--- src/rtl/kwdt_pkg.sv ---
package kwdt_pkg;

  localparam int OFS_KICK = 'h10;
  localparam int OFS_ACT  = 'h14;
  localparam int OFS_MODE = 'h18;

  localparam logic [15:0] WR_KEY     = 16'h16AA;
  localparam logic [11:0] KICK_MAGIC = 12'hA57;

  localparam int HALF_W = 6;

  typedef enum logic [1:0] {
    ACT_OFF   = 2'b00,
    ACT_RESET = 2'b01,
    ACT_IRQ   = 2'b10,
    ACT_IDLE  = 2'b11
  } act_e;

  function automatic logic [HALF_W-1:0] code_to_halves(input logic [3:0] c);
    logic [HALF_W-1:0] h;
    case (c)
      4'h0:    h = 6'd1;
      4'h1:    h = 6'd2;
      4'h2:    h = 6'd4;
      4'h3:    h = 6'd6;
      4'h4:    h = 6'd8;
      4'h5:    h = 6'd10;
      4'h6:    h = 6'd12;
      4'h7:    h = 6'd16;
      4'h8:    h = 6'd20;
      4'h9:    h = 6'd24;
      4'hA:    h = 6'd28;
      default: h = 6'd32;
    endcase
    return h;
  endfunction

endpackage

--- src/rtl/kwdt_regs.sv ---
module kwdt_regs
  import kwdt_pkg::*;
#(
  parameter int ADDR_W = 8
) (
  input  logic              clk,
  input  logic              rst_n,
  input  logic [ADDR_W-1:0] addr_i,
  input  logic [31:0]       wdata_i,
  input  logic              we_i,
  input  logic              expire_i,
  output logic              en_o,
  output logic [3:0]        code_o,
  output act_e              act_o,
  output logic              load_o,
  output logic [3:0]        load_code_o,
  output logic [31:0]       rdata_o
);

  localparam logic [ADDR_W-1:0] A_KICK = ADDR_W'(OFS_KICK);
  localparam logic [ADDR_W-1:0] A_ACT  = ADDR_W'(OFS_ACT);
  localparam logic [ADDR_W-1:0] A_MODE = ADDR_W'(OFS_MODE);

  logic       key_ok, mode_wr, act_wr, kick_ok, en_rise;
  logic       en_q, en_d;
  logic [3:0] code_q, code_d;
  act_e       act_q, act_d;
  logic       flag_q, flag_d;
  logic       unused_wdata;

  assign unused_wdata = ^wdata_i[15:13];

  always_comb begin
    key_ok  = (wdata_i[31:16] == WR_KEY);
    mode_wr = we_i && (addr_i == A_MODE) && key_ok;
    act_wr  = we_i && (addr_i == A_ACT) && key_ok;
    kick_ok = we_i && (addr_i == A_KICK) && wdata_i[0] &&
              (wdata_i[12:1] == KICK_MAGIC);
    en_rise = mode_wr && wdata_i[0] && !en_q;
  end

  always_comb begin
    en_d   = en_q;
    code_d = code_q;
    act_d  = act_q;
    flag_d = flag_q;
    if (mode_wr) begin
      en_d   = wdata_i[0];
      code_d = wdata_i[7:4];
    end
    if (act_wr) begin
      act_d = act_e'(wdata_i[1:0]);
    end
    if (expire_i) begin
      flag_d = 1'b1;
    end else if (kick_ok) begin
      flag_d = 1'b0;
    end
  end

  always_ff @(posedge clk or negedge rst_n) begin
    if (!rst_n) begin
      en_q   <= 1'b0;
      code_q <= 4'h0;
      act_q  <= ACT_OFF;
      flag_q <= 1'b0;
    end else begin
      en_q   <= en_d;
      code_q <= code_d;
      act_q  <= act_d;
      flag_q <= flag_d;
    end
  end

  always_comb begin
    rdata_o = 32'h0;
    if (addr_i == A_MODE) begin
      rdata_o = {24'h0, code_q, 1'b0, flag_q, 1'b0, en_q};
    end else if (addr_i == A_ACT) begin
      rdata_o = {30'h0, act_q};
    end
  end

  assign en_o        = en_q;
  assign code_o      = code_q;
  assign act_o       = act_q;
  assign load_o      = kick_ok || en_rise;
  assign load_code_o = en_rise ? wdata_i[7:4] : code_q;

  // an unkeyed mode write leaves the mode state untouched
  p_keyless_mode_r2: assert property (@(posedge clk) disable iff (!rst_n)
    (we_i && addr_i == A_MODE && wdata_i[31:16] != WR_KEY)
      |=> ($stable(en_q) && $stable(code_q)));

  // an unkeyed action write leaves the action untouched
  p_keyless_act_r2: assert property (@(posedge clk) disable iff (!rst_n)
    (we_i && addr_i == A_ACT && wdata_i[31:16] != WR_KEY) |=> $stable(act_q));

  // expiry always leaves the flag set
  p_flag_set_r9: assert property (@(posedge clk) disable iff (!rst_n)
    expire_i |=> flag_q);

endmodule

--- src/rtl/kwdt_tick.sv ---
module kwdt_tick #(
  parameter int TICK_CYCLES = 16000
) (
  input  logic clk,
  input  logic rst_n,
  input  logic en_i,
  input  logic clear_i,
  output logic tick_o
);

  generate
    if (TICK_CYCLES <= 1) begin : g_direct
      assign tick_o = en_i;
    end else begin : g_prescale
      localparam int PRE_W = $clog2(TICK_CYCLES);
      localparam logic [PRE_W-1:0] LAST = PRE_W'(TICK_CYCLES - 1);

      logic [PRE_W-1:0] pre_q, pre_d;
      logic             at_last;

      always_comb begin
        at_last = (pre_q == LAST);
        pre_d   = pre_q;
        if (!en_i || clear_i || at_last) begin
          pre_d = '0;
        end else begin
          pre_d = pre_q + 1'b1;
        end
      end

      always_ff @(posedge clk or negedge rst_n) begin
        if (!rst_n) begin
          pre_q <= '0;
        end else begin
          pre_q <= pre_d;
        end
      end

      assign tick_o = en_i && at_last;

      // steps are spaced at least two clocks apart when the prescaler is active
      p_step_gap_r7: assert property (@(posedge clk) disable iff (!rst_n)
        tick_o |=> !tick_o);
    end
  endgenerate

endmodule

--- src/rtl/kwdt_count.sv ---
module kwdt_count
  import kwdt_pkg::*;
(
  input  logic       clk,
  input  logic       rst_n,
  input  logic       en_i,
  input  logic       tick_i,
  input  logic       load_i,
  input  logic [3:0] load_code_i,
  input  logic [3:0] code_i,
  output logic       fire_o
);

  logic [HALF_W-1:0] cnt_q, cnt_d;

  always_comb begin
    cnt_d  = cnt_q;
    fire_o = 1'b0;
    if (load_i) begin
      cnt_d = code_to_halves(load_code_i);
    end else if (en_i && tick_i) begin
      if (cnt_q == HALF_W'(1)) begin
        fire_o = 1'b1;
        cnt_d  = code_to_halves(code_i);
      end else begin
        cnt_d = cnt_q - 1'b1;
      end
    end
  end

  always_ff @(posedge clk or negedge rst_n) begin
    if (!rst_n) begin
      cnt_q <= '0;
    end else begin
      cnt_q <= cnt_d;
    end
  end

  // a reload leaves the count at the decoded interval of the chosen code
  p_reload_r1: assert property (@(posedge clk) disable iff (!rst_n)
    load_i |=> (cnt_q == code_to_halves($past(load_code_i))));

  // a running timer never holds an empty count
  p_live_count_r7: assert property (@(posedge clk) disable iff (!rst_n)
    en_i |-> (cnt_q != '0));

  // a stopped timer never expires
  p_stopped_r6: assert property (@(posedge clk) disable iff (!rst_n)
    !en_i |-> !fire_o);

endmodule

--- src/rtl/kwdt_pulse.sv ---
module kwdt_pulse
  import kwdt_pkg::*;
#(
  parameter int PULSE_W = 16
) (
  input  logic clk,
  input  logic rst_n,
  input  logic fire_i,
  input  act_e act_i,
  output logic rst_req_o,
  output logic irq_o
);

  localparam int LEFT_W = $clog2(PULSE_W + 1);

  logic [LEFT_W-1:0] left_q, left_d;
  act_e              kind_q, kind_d;
  logic              armed;

  always_comb begin
    armed  = fire_i && (act_i == ACT_RESET || act_i == ACT_IRQ);
    left_d = left_q;
    kind_d = kind_q;
    if (armed) begin
      left_d = LEFT_W'(PULSE_W);
      kind_d = act_i;
    end else if (left_q != '0) begin
      left_d = left_q - 1'b1;
    end
  end

  always_ff @(posedge clk or negedge rst_n) begin
    if (!rst_n) begin
      left_q <= '0;
      kind_q <= ACT_OFF;
    end else begin
      left_q <= left_d;
      kind_q <= kind_d;
    end
  end

  assign rst_req_o = (left_q != '0) && (kind_q == ACT_RESET);
  assign irq_o     = (left_q != '0) && (kind_q == ACT_IRQ);

  // a reset-action expiry raises the request on the next clock
  p_reset_start_r8: assert property (@(posedge clk) disable iff (!rst_n)
    (fire_i && act_i == ACT_RESET) |=> rst_req_o);

  // an expiry with a silent action starts no pulse
  p_silent_r5: assert property (@(posedge clk) disable iff (!rst_n)
    (fire_i && (act_i == ACT_OFF || act_i == ACT_IDLE) && left_q == '0)
      |=> (!rst_req_o && !irq_o));

endmodule

--- src/rtl/kwdt_top.sv ---
module kwdt_top
  import kwdt_pkg::*;
#(
  parameter int ADDR_W      = 8,
  parameter int TICK_CYCLES = 16000,
  parameter int PULSE_W     = 16
) (
  input  logic              clk,
  input  logic              rst_n,
  input  logic [ADDR_W-1:0] bus_addr,
  input  logic [31:0]       bus_wdata,
  input  logic              bus_we,
  output logic [31:0]       bus_rdata,
  output logic              rst_req_o,
  output logic              irq_o
);

  logic       en, load, tick, fire;
  logic [3:0] code, load_code;
  act_e       act;

  kwdt_regs #(.ADDR_W(ADDR_W)) u_regs (
    .clk         (clk),
    .rst_n       (rst_n),
    .addr_i      (bus_addr),
    .wdata_i     (bus_wdata),
    .we_i        (bus_we),
    .expire_i    (fire),
    .en_o        (en),
    .code_o      (code),
    .act_o       (act),
    .load_o      (load),
    .load_code_o (load_code),
    .rdata_o     (bus_rdata)
  );

  kwdt_tick #(.TICK_CYCLES(TICK_CYCLES)) u_tick (
    .clk     (clk),
    .rst_n   (rst_n),
    .en_i    (en),
    .clear_i (load),
    .tick_o  (tick)
  );

  kwdt_count u_count (
    .clk         (clk),
    .rst_n       (rst_n),
    .en_i        (en),
    .tick_i      (tick),
    .load_i      (load),
    .load_code_i (load_code),
    .code_i      (code),
    .fire_o      (fire)
  );

  kwdt_pulse #(.PULSE_W(PULSE_W)) u_pulse (
    .clk       (clk),
    .rst_n     (rst_n),
    .fire_i    (fire),
    .act_i     (act),
    .rst_req_o (rst_req_o),
    .irq_o     (irq_o)
  );

endmodule

--- config.mk ---
export PLATFORM = sky130hd
export DESIGN_NAME = kwdt_top
export DESIGN_NICKNAME = d
export VERILOG_FILES = /design/src/rtl/kwdt_pkg.sv /design/src/rtl/kwdt_regs.sv /design/src/rtl/kwdt_tick.sv /design/src/rtl/kwdt_count.sv /design/src/rtl/kwdt_pulse.sv /design/src/rtl/kwdt_top.sv
export SDC_FILE = /design/constraint.sdc
export NUM_CORES = 1
export LEC_CHECK = 0
export CAP_MARGIN = 20
export CORE_MARGIN = 3
export CORE_UTILIZATION = 29
export CTS_BUF_LIST = sky130_fd_sc_hd__clkbuf_8
export DETAILED_ROUTE_END_ITERATION = 10
export DONT_BUFFER_PORTS = 1
export RECOVER_POWER = 25
export SLEW_MARGIN = 20
export SYNTH_ARGS = -nofsm -noshare
export SYNTH_HDL_FRONTEND = slang
export SYNTH_SLANG_ARGS = --single-unit
export TNS_END_PERCENT = 5
--- constraint.sdc ---
create_clock -name clk -period 3.9 [get_ports clk]
set_input_delay 0.195 -clock clk [delete_from_list [all_inputs] [get_ports clk]]
set_output_delay 0.195 -clock clk [all_outputs]
set_load 0.005 [all_outputs]
Word-level counts from Yosys, hierarchy flattened

Memories as Yosys holds them, arrays and structs flattened.
Cells that the tools add are included.

$add $sub $neg: 3
$mul: 0
Divide/modulo/power cells: 0
Order comparisons: 0
Equal/unequal tests: 11
Shifts and indexed selects: 0
Mux-type cells: 14
Bitwise logic cells: 0
Reduce and logical (&&, ||, !) cells: 23

Operators with widths:

| kind                  | number |
|---|---|
| $eq 8x5->1 const B    | 3 |
| $mux 6                | 3 |
| $eq 16x13->1 const B  | 1 |
| $add 14x1->14 const B | 1 |
| $eq 14x14->1 const B  | 1 |
| $logic_and 1x1->1     | 14 |
| $mux 14               | 1 |
| $eq 12x12->1 const B  | 1 |
| $mux 5                | 2 |
| $mux 8                | 1 |
| $eq 6x1->1 const B    | 1 |
| $reduce_bool 2->1     | 3 |
| $sub 6x1->6 const B   | 1 |
| $mux 1                | 5 |
| $reduce_bool 5->1     | 1 |
| $sub 5x1->5 const B   | 1 |
| $eq 2x1->1 const B    | 2 |
| $eq 2x2->1 const B    | 2 |
| $logic_or 1x1->1      | 4 |
| $mux 4                | 1 |
| $mux 2                | 1 |
| $logic_not 1->1       | 1 |

Register bits after elaboration: 35
Latch bits: 0
Bits in writable memories: 0
Memory bits (read-only): 192
Bits of input ports: 43
Output and inout port bits: 34
Logic and storage cells: 61
Memories: 2

Memories:

| name            | depth | width | read ports | clocked after memory_dff | write ports | RTL line       | text |
|---|---|---|---|---|---|---|---|
| (no name shown) | 16    | 6     | 1          | 0                        | 0           | kwdt_pkg.sv:21 | `case (c)` |
| (no name shown) | 16    | 6     | 1          | 0                        | 0           | kwdt_pkg.sv:21 |  |

Depth between registers and ports, before layout

Gate-level depths: netlist (run 1).

Depth in word-level cells: 9
Depth in mapped cells: 11
Mapped depth without buffers: 11

By module

Synthesis (run 1) repeated with hierarchy kept, for this count alone.

Cells, all modules: 282
Area, all modules: 2637.5 sq um

Modules (own cells, without submodules):

| module     | times used | cells each | area each (sq um) | seq. area each (sq um) |
|---|---|---|---|---|
| kwdt_regs  | 1          | 79         | 799.5             | 200.2 |
| kwdt_count | 1          | 91         | 745.7             | 150.1 |
| kwdt_tick  | 1          | 71         | 713.2             | 350.3 |
| kwdt_pulse | 1          | 41         | 379.1             | 175.2 |

Worst setup path before layout (run 1)

No wires, ideal clock.

Path type: register to register
From: register u_regs.en_q, in the netlist u_regs.en_o
To: register u_count.cnt_q[2]
Library setup time: 0.130 ns
Arrival: 2.179 ns
Data required time: 3.770 ns
Slack: 1.591 ns
Stages on the path, launching flop included: 11
Path buffers: 0
Period minus slack after synthesis: 2.309 ns
Cells stage by stage: dfrtp_1 > nor3b_1 > nand4_1 > nor3_2 > a21o_1 > inv_1 > ha_1 > mux2i_1 > mux2i_1 > a22oi_1 > o21ai_0

Longest elaborated chain between the ends: 5
Elaborated cells between the ends (all ways): 9
Those cells by class: mux (2); reduce/logical (6); memory (1)

Ends and longest elaborated chain:

| item                   | RTL line         | text |
|---|---|---|
| start, declared        | kwdt_regs.sv:25  | `logic en_q, en_d;` |
| start signal, assigned | kwdt_regs.sv:68  | `en_q <= en_d;` |
| $logic_not 1->1        | kwdt_regs.sv:39  | `en_rise = mode_wr && wdata_i[0] && !en_q;` |
| $logic_and 1x1->1      | kwdt_regs.sv:39  |  |
| $mux 4                 | kwdt_regs.sv:88  | `assign load_code_o = en_rise ? wdata_i[7:4] : code_q;` |
| $mem_v2 16x6           | -                |  |
| $mux 6                 | kwdt_count.sv:19 | `if (load_i) begin` |
| end signal, assigned   | kwdt_count.sv:35 | `cnt_q <= cnt_d;` |
| end, declared          | kwdt_count.sv:14 | `logic [HALF_W-1:0] cnt_q, cnt_d;` |

Parallel ways exist; a longest one is shown, timed or not.
A chain may end at the register's enable or synchronous reset.

Worst setup path after layout (run 1)

Same ends and word-level chain as after synthesis.

==> results of run 1 <==
what timing repair did:
item,in CTS,in global routing
setup endpoints to repair,0,0
hold endpoints to repair,35,0
hold buffers,2,0
power groups by stage:
stage / sequential (mW) / combinational [mW] / clock [mW]
after detailed placement: 0.420 / 0.117 / 0
after CTS: 0.414 / 0.128 / 0.354
after global routing: 0.421 / 0.149 / 0.376
final: 0.416 / 0.125 / 0.341
after global placement: 0.419 / 0.114 / 0
after floorplan: 0.415 / 0.121 / 0
registers in the layout, indices dropped and copies added, names as in the netlist:
signal / flops
u_regs.flag_q: 1
u_regs.act_o: 2
u_tick.g_prescale.pre_q: 14
u_regs.en_o: 1
u_pulse.left_q: 5
u_count.cnt_q: 6
u_pulse.kind_q: 2
u_regs.code_o: 4
worst register-to-register path: cells and delay by family, from the launching register on:
kind / cells / cell delay [ns]
buf+inv: 1 / 0.08
mux: 2 / 0.24
compound gates: 3 / 0.59
fa+ha+maj: 1 / 0.22
flops: 1 / 0.44
simple gates: 3 / 1.02
how the worst max path moves through the flow:
stage           startpoint          endpoint  slack, ns  cells past startpoint
4_1_cts        u_regs.en_o  u_count.cnt_q[2]       1.19                     10
3_5_place_dp   u_regs.en_o  u_count.cnt_q[2]       1.20                     10
3_3_place_gp   u_regs.en_o  u_count.cnt_q[2]       1.27                     10
6_report       u_regs.en_o  u_count.cnt_q[2]       1.20                     10
5_1_grt        u_regs.en_o  u_count.cnt_q[2]       0.96                     10
2_1_floorplan  u_regs.en_o  u_count.cnt_q[2]       1.59                     10
cells in the final DEF, fill, tap and decap left out, drive strengths merged, types with 4 or more instances in the layout:
cell    netlist  final
a21oi        16     16
or3           4      4
inv          13     14
nand4         5      5
and2          7      7
clkbuf        7      6
nor2         34     34
mux2          6      6
nor2b         4      4
dfrtp        35     35
nand2b        4      4
o21ai         7      7
xnor2         9      9
xor2          7      7
nor3b         7      7
o22ai         4      4
mux2i         7      7
conb          1     25
ha           14     14
nand2        20     20
nor3          7      7
nand3b        5      5
nor4bb        4      4
nand3        13     13
final cells by class:
cell class / instances / share of cell area
multi-input cells: 243 / 0.569
flip-flops and latches: 35 / 0.315
well taps: 108 / 0.0486
clock buffers: 5 / 0.0248
inverters: 13 / 0.0176
clock inverters: 3 / 0.0171
repair buffers: 3 / 0.00765
per-layer routing:
metal | track usage | wire length, um | vias up
met2 | 0.175 | 2590 | 61
met5 | 0 | 0 | -
li1 | - | - | 1014
met3 | 0.0275 | 313 | 10
met4 | 0.0511 | 113 | 0
met1 | 0.165 | 2670 | 978
cell families after synthesis:
family | after synthesis
multiplexers | 13
AO/OA/AOI/OAI | 47
other | 1
XOR/XNOR | 16
buffers and inverters | 46
flip-flops | 35
adder cells (fa/ha/maj) | 14
AND/OR/NAND/NOR | 128
through the flow:
stage | hold WS (ns) | util | cells | area, um2
after global placement | -0.0997 | 0.302 | 400 | 2640
after CTS | 0.00635 | 0.318 | 410 | 2790
after detailed placement | -0.0997 | 0.302 | 400 | 2640
after global routing | 0.0271 | 0.317 | 410 | 2780
after floorplan | -0.101 | - | 324 | 2720
final | 0.0119 | 0.317 | 410 | 2780
==> results.toml, run 1 <==
[power]
powerDensity_nw_per_um2 = 317
pwr-share-clk = 0.387
internal-power_uw = 643
p_leak_nw = 1.12
seqPwrFrac = 0.471
switching_share = 0.271
p_comb_frac = 0.142
switchingPower_uw = 239
total_power_uw = 882
ir_drop_v = 0.000143

[grt]
grt-ovfl-total = 0
antenna_found_initial = 0
grt_max_degree = 36
grt_usage = 0.118
grt_pass1_vias = 1982
grt_pass1_wl_um = 9680

[sta]
tns_ns = 0
setup_viol = 0
max_slew_margin = -0.286
hold_viol_final = 0
finClkSkew_ns = 0.00631
fin_crit_ns = 2.70
maxSlewViolCount = 36
max_freq_ghz = 0.371
layout_setup_ws_ns = 1.20
worst_slew_pin_slew_ns = 1.93
period_share = 0.692
rsz0062_at_grt = "no"

[routing]
route.detailed.drc = 0
ant_nets = 0
vias_per_cell = 5.03
vias = 2063
drt_iter0_markers = 83
drtPass1Iterations = 4
wl_per_cell_um = 13.9
finalWirelength_um = 5690

[cells_and_area]
drive_gt1_frac = 0.0828
fill_cells = 917
syn_to_final_growth_pct = 5.71
multi_input_area_um2 = 1580
final_nets = 358
regArea_um2 = 876
diodes = 0

[placement]
gp_congestion = 0.839
dp_hpwl_um = 4300
port_buffers = 0
place_ws_ns = 1.20

[logic_synthesis]
synth.area.mux_share = 0.0524
yosysTopAreaCell = "dfrtp_1"
synth_top_area_frac = 0.333
yosysWarnings = 0
synth_cell_types = 56
synth_top_family_by_area = "simple AND/OR/NAND/NOR gates"
postSynthAreaPerCell_um2 = 8.76
synth_fa_ha_area_frac = 0.0666
synth.most_common_cell = "dfrtp_1"
ys_seq_area_frac = 0.333
synth_edf_count = 0
synth_common_cells = "dfrtp_1, nor2_1, buf_4"
netlist_instances = 300
synth-compound-area-share = 0.114
synth-seq-cells = 35
synth-async-reset-ratio = 1.00
synth_simple_gate_area_frac = 0.277
synth_area_um2 = 2630
synthXorXnorAreaFrac = 0.0533
ys_top_cells_by_area = "dfrtp_1, buf_4, ha_1"
synthFlopType = "dfrtp_1"

[clock_tree]
clock_sinks = 35
root_buffer = "clkbuf_8"
cts_made_buffers = 5
post_cts_buffers = 0
htreeDepth = 2
clk_latency_ns = 0.30
path_clk_slew_ns = 0.08
clock_path_buffers = 2
cts_resized = 0
cts_tree = "built"

[run_status]
violations = "max-capacitance violations, max-slew violations"
status = "finished with violations"

[floorplanning]
fp-row-count = 34
core_area_um2 = 8760
dieArea_um2 = 10200
die_w_um = 101
initial_core_util = 0.300
io_pins = 77
die_h_um = 101

[critical_path]
crit_chain = "nor3b_1 -> nand4_1 -> nor3_2 -> a21o_1 -> inv_1 -> ha_1 -> mux2i_1 -> mux2i_1 -> a22oi_1 -> o21ai_0"
critPathMaxFanout = 10
worst-r2r-setup-slack_ns = 1.20
critPathBufInv = 1
critical_path.startpoint_type = "flop"
cp-end-kind = "flop"
cpPeakStageDelay_ns = 0.58
r2r-end = "u_count.cnt_q[2]"
worstSetupPathType = "flop to flop"
r2r_cells = 10
cpMaxStageDelayCell = "nor3_2"
reg2reg_from = "u_regs.en_o"
worstPathRequired_ns = 4.08
cpLargestDelayFamily = "simple AND/OR/NAND/NOR gates"
cp.arrival_ns = 2.88
cpMostUsedCell = "mux2i_1"

[worst_hold_path]
hold_depth = 2
min_to = "u_regs.code_o[1]"
hp-start = "bus_wdata[5]"
min_path_type = "input pin to flop"

[flow_run]
drv_cap = 1
Power figures use the tool's default switching activity.
==> run 2, diff against run 1 <==
==> constraint.sdc (replaced) <==
create_clock -name clk -period 2.5 [get_ports clk]
set_input_delay 0.125 -clock clk [delete_from_list [all_inputs] [get_ports clk]]
set_output_delay 0.125 -clock clk [all_outputs]
set_load 0.005 [all_outputs]
==> results.toml, run 2 (same netlist as run 1, synthesis figures left out) <==
[sta]
worst_slew_pin_slew_ns = 1.92
maxSlewViolCount = 36
fin_crit_ns = 2.40
period_share = 0.960
hold_viol_final = 0
finClkSkew_ns = 0.00908
max_freq_ghz = 0.417
max_slew_margin = -0.279
rsz0062_at_grt = "yes"
tns_ns = 0
setup_viol = 0

[clock_tree]
clk_latency_ns = 0.30
clock_path_buffers = 2
cts_made_buffers = 5
htreeDepth = 2
cts_tree = "built"
path_clk_slew_ns = 0.08
root_buffer = "clkbuf_8"
clock_sinks = 35

[power]
powerDensity_nw_per_um2 = 476
ir_drop_v = 0.000228
p_leak_nw = 1.22
total_power_mw = 1.39

[critical_path]
critical_path.startpoint_type = "flop"
critPathMaxFanout = 7
worstSetupPathType = "flop to flop"
worstPathRequired_ns = 2.69
cp-end-kind = "flop"
cp.arrival_ns = 2.59

[run_status]
violations = "max-capacitance violations, max-slew violations"
status = "finished with violations"

[floorplanning]
die_w_um = 101
io_pins = 77
dieArea_um2 = 10200
core_area_um2 = 8760
initial_core_util = 0.300
fp-row-count = 34
die_h_um = 101

[cells_and_area]
diodes = 0
postLayoutCellArea_um2 = 2930
drive_gt1_frac = 0.113
final_nets = 375
largest-register = "u_tick.g_prescale.pre_q"
syn_to_final_growth_pct = 11.3
layout_commonest_cell = "dfrtp_1"
largest_register_ffs = 14
top_regs = "u_tick.g_prescale.pre_q x14, u_count.cnt_q x6, u_pulse.left_q x5"
final_cell_mix = "dfrtp_1, nor2_1, conb_1, nand2_1, a21oi_1"

[grt]
grt_usage = 0.119
grt_pass1_vias = 2059
grt_max_degree = 36
grt_pass1_wl_um = 9800
grt-ovfl-total = 0
antenna_found_initial = 0

[routing]
finalWirelength_um = 5840
route.detailed.drc = 0
vias_per_cell = 4.99
wl_per_cell_um = 13.7
vias = 2130
drtPass1Iterations = 5
ant_nets = 0
drt_iter0_markers = 78

[flow_run]
drv_cap = 1

[worst_hold_path]
min_path_type = "input pin to flop"

[placement]
port_buffers = 0
place_area_um2 = 2720
gp_congestion = 0.821
dp_hpwl_um = 4410
==> run 2: what timing repair did <==
item | in CTS | in global routing
resized for setup | 0 | 2
endpoints found under the hold margin | 42 | 0
hold buffers | 8 | 0
endpoints found under the setup margin | 0 | 4
setup buffers | 0 | 1
==> run 2: where the power goes <==
group | switching [mW] | total, mW | internal [mW]
registers | 0.0361 | 0.646 | 0.610
logic | 0.112 | 0.213 | 0.101
clock network | 0.231 | 0.534 | 0.302
==> run 2: metal layers <==
| layer | GRT usage | routed length, um |
|---|---|---|
| met1 | 0.153 | 2730 |
| met2 | 0.192 | 2750 |
| met3 | 0.0289 | 271 |
| met4 | 0.0481 | 85 |
| met5 | 0 | 0 |
==> run 2: cell type report <==
| class | instances | area [um2] |
|---|---|---|
| clock inverters | 3 | 47.5 |
| repair buffers | 20 | 164 |
| well taps | 108 | 135 |
| inverters | 13 | 48.8 |
| fillers | 916 | 5840 |
| flip-flops and latches | 35 | 876 |
| clock buffers | 5 | 68.8 |
| multi-input cells | 243 | 1590 |
==> run 2: worst paths after layout <==
check | to | from | slack [ns] | cells after the start
min | u_count.cnt_q[0] | bus_wdata[6] | 0.14 | 3
max in group asynchronous | u_tick.g_prescale.pre_q[9] | rst_n | 0.48 | 2
max | u_pulse.kind_q[0] | u_tick.g_prescale.pre_q[4] | 0.1 | 6
min reg2reg | u_regs.flag_q | u_regs.flag_q | 0.48 | 2
max reg2reg | u_pulse.kind_q[0] | u_tick.g_prescale.pre_q[4] | 0.1 | 6
min in group asynchronous | u_regs.code_o[1] | rst_n | 0.92 | 2
==> run 2: critical path, cell delays in order (launching register included) <==
cell and delay, ns:
dfrtp_1 0.41, and4_4 0.29, nand3_4 0.09, or3_4 0.42, or4b_1 0.62, o21a_1 0.22
a211o_1 0.25
==> run 2: per-stage QoR <==
step / utilization / instances / hold slack [ns] / setup slack [ns]
6_report: 0.334 / 427 / 0.138 / 0.100
5_1_grt: 0.334 / 427 / 0.131 / -0.0277
4_1_cts: 0.334 / 426 / 0.127 / 0.0837
3_5_place_dp: 0.310 / 410 / -0.169 / 0.106
3_3_place_gp: 0.310 / 410 / -0.170 / 0.125
2_1_floorplan: - / 324 / -0.171 / 0.191
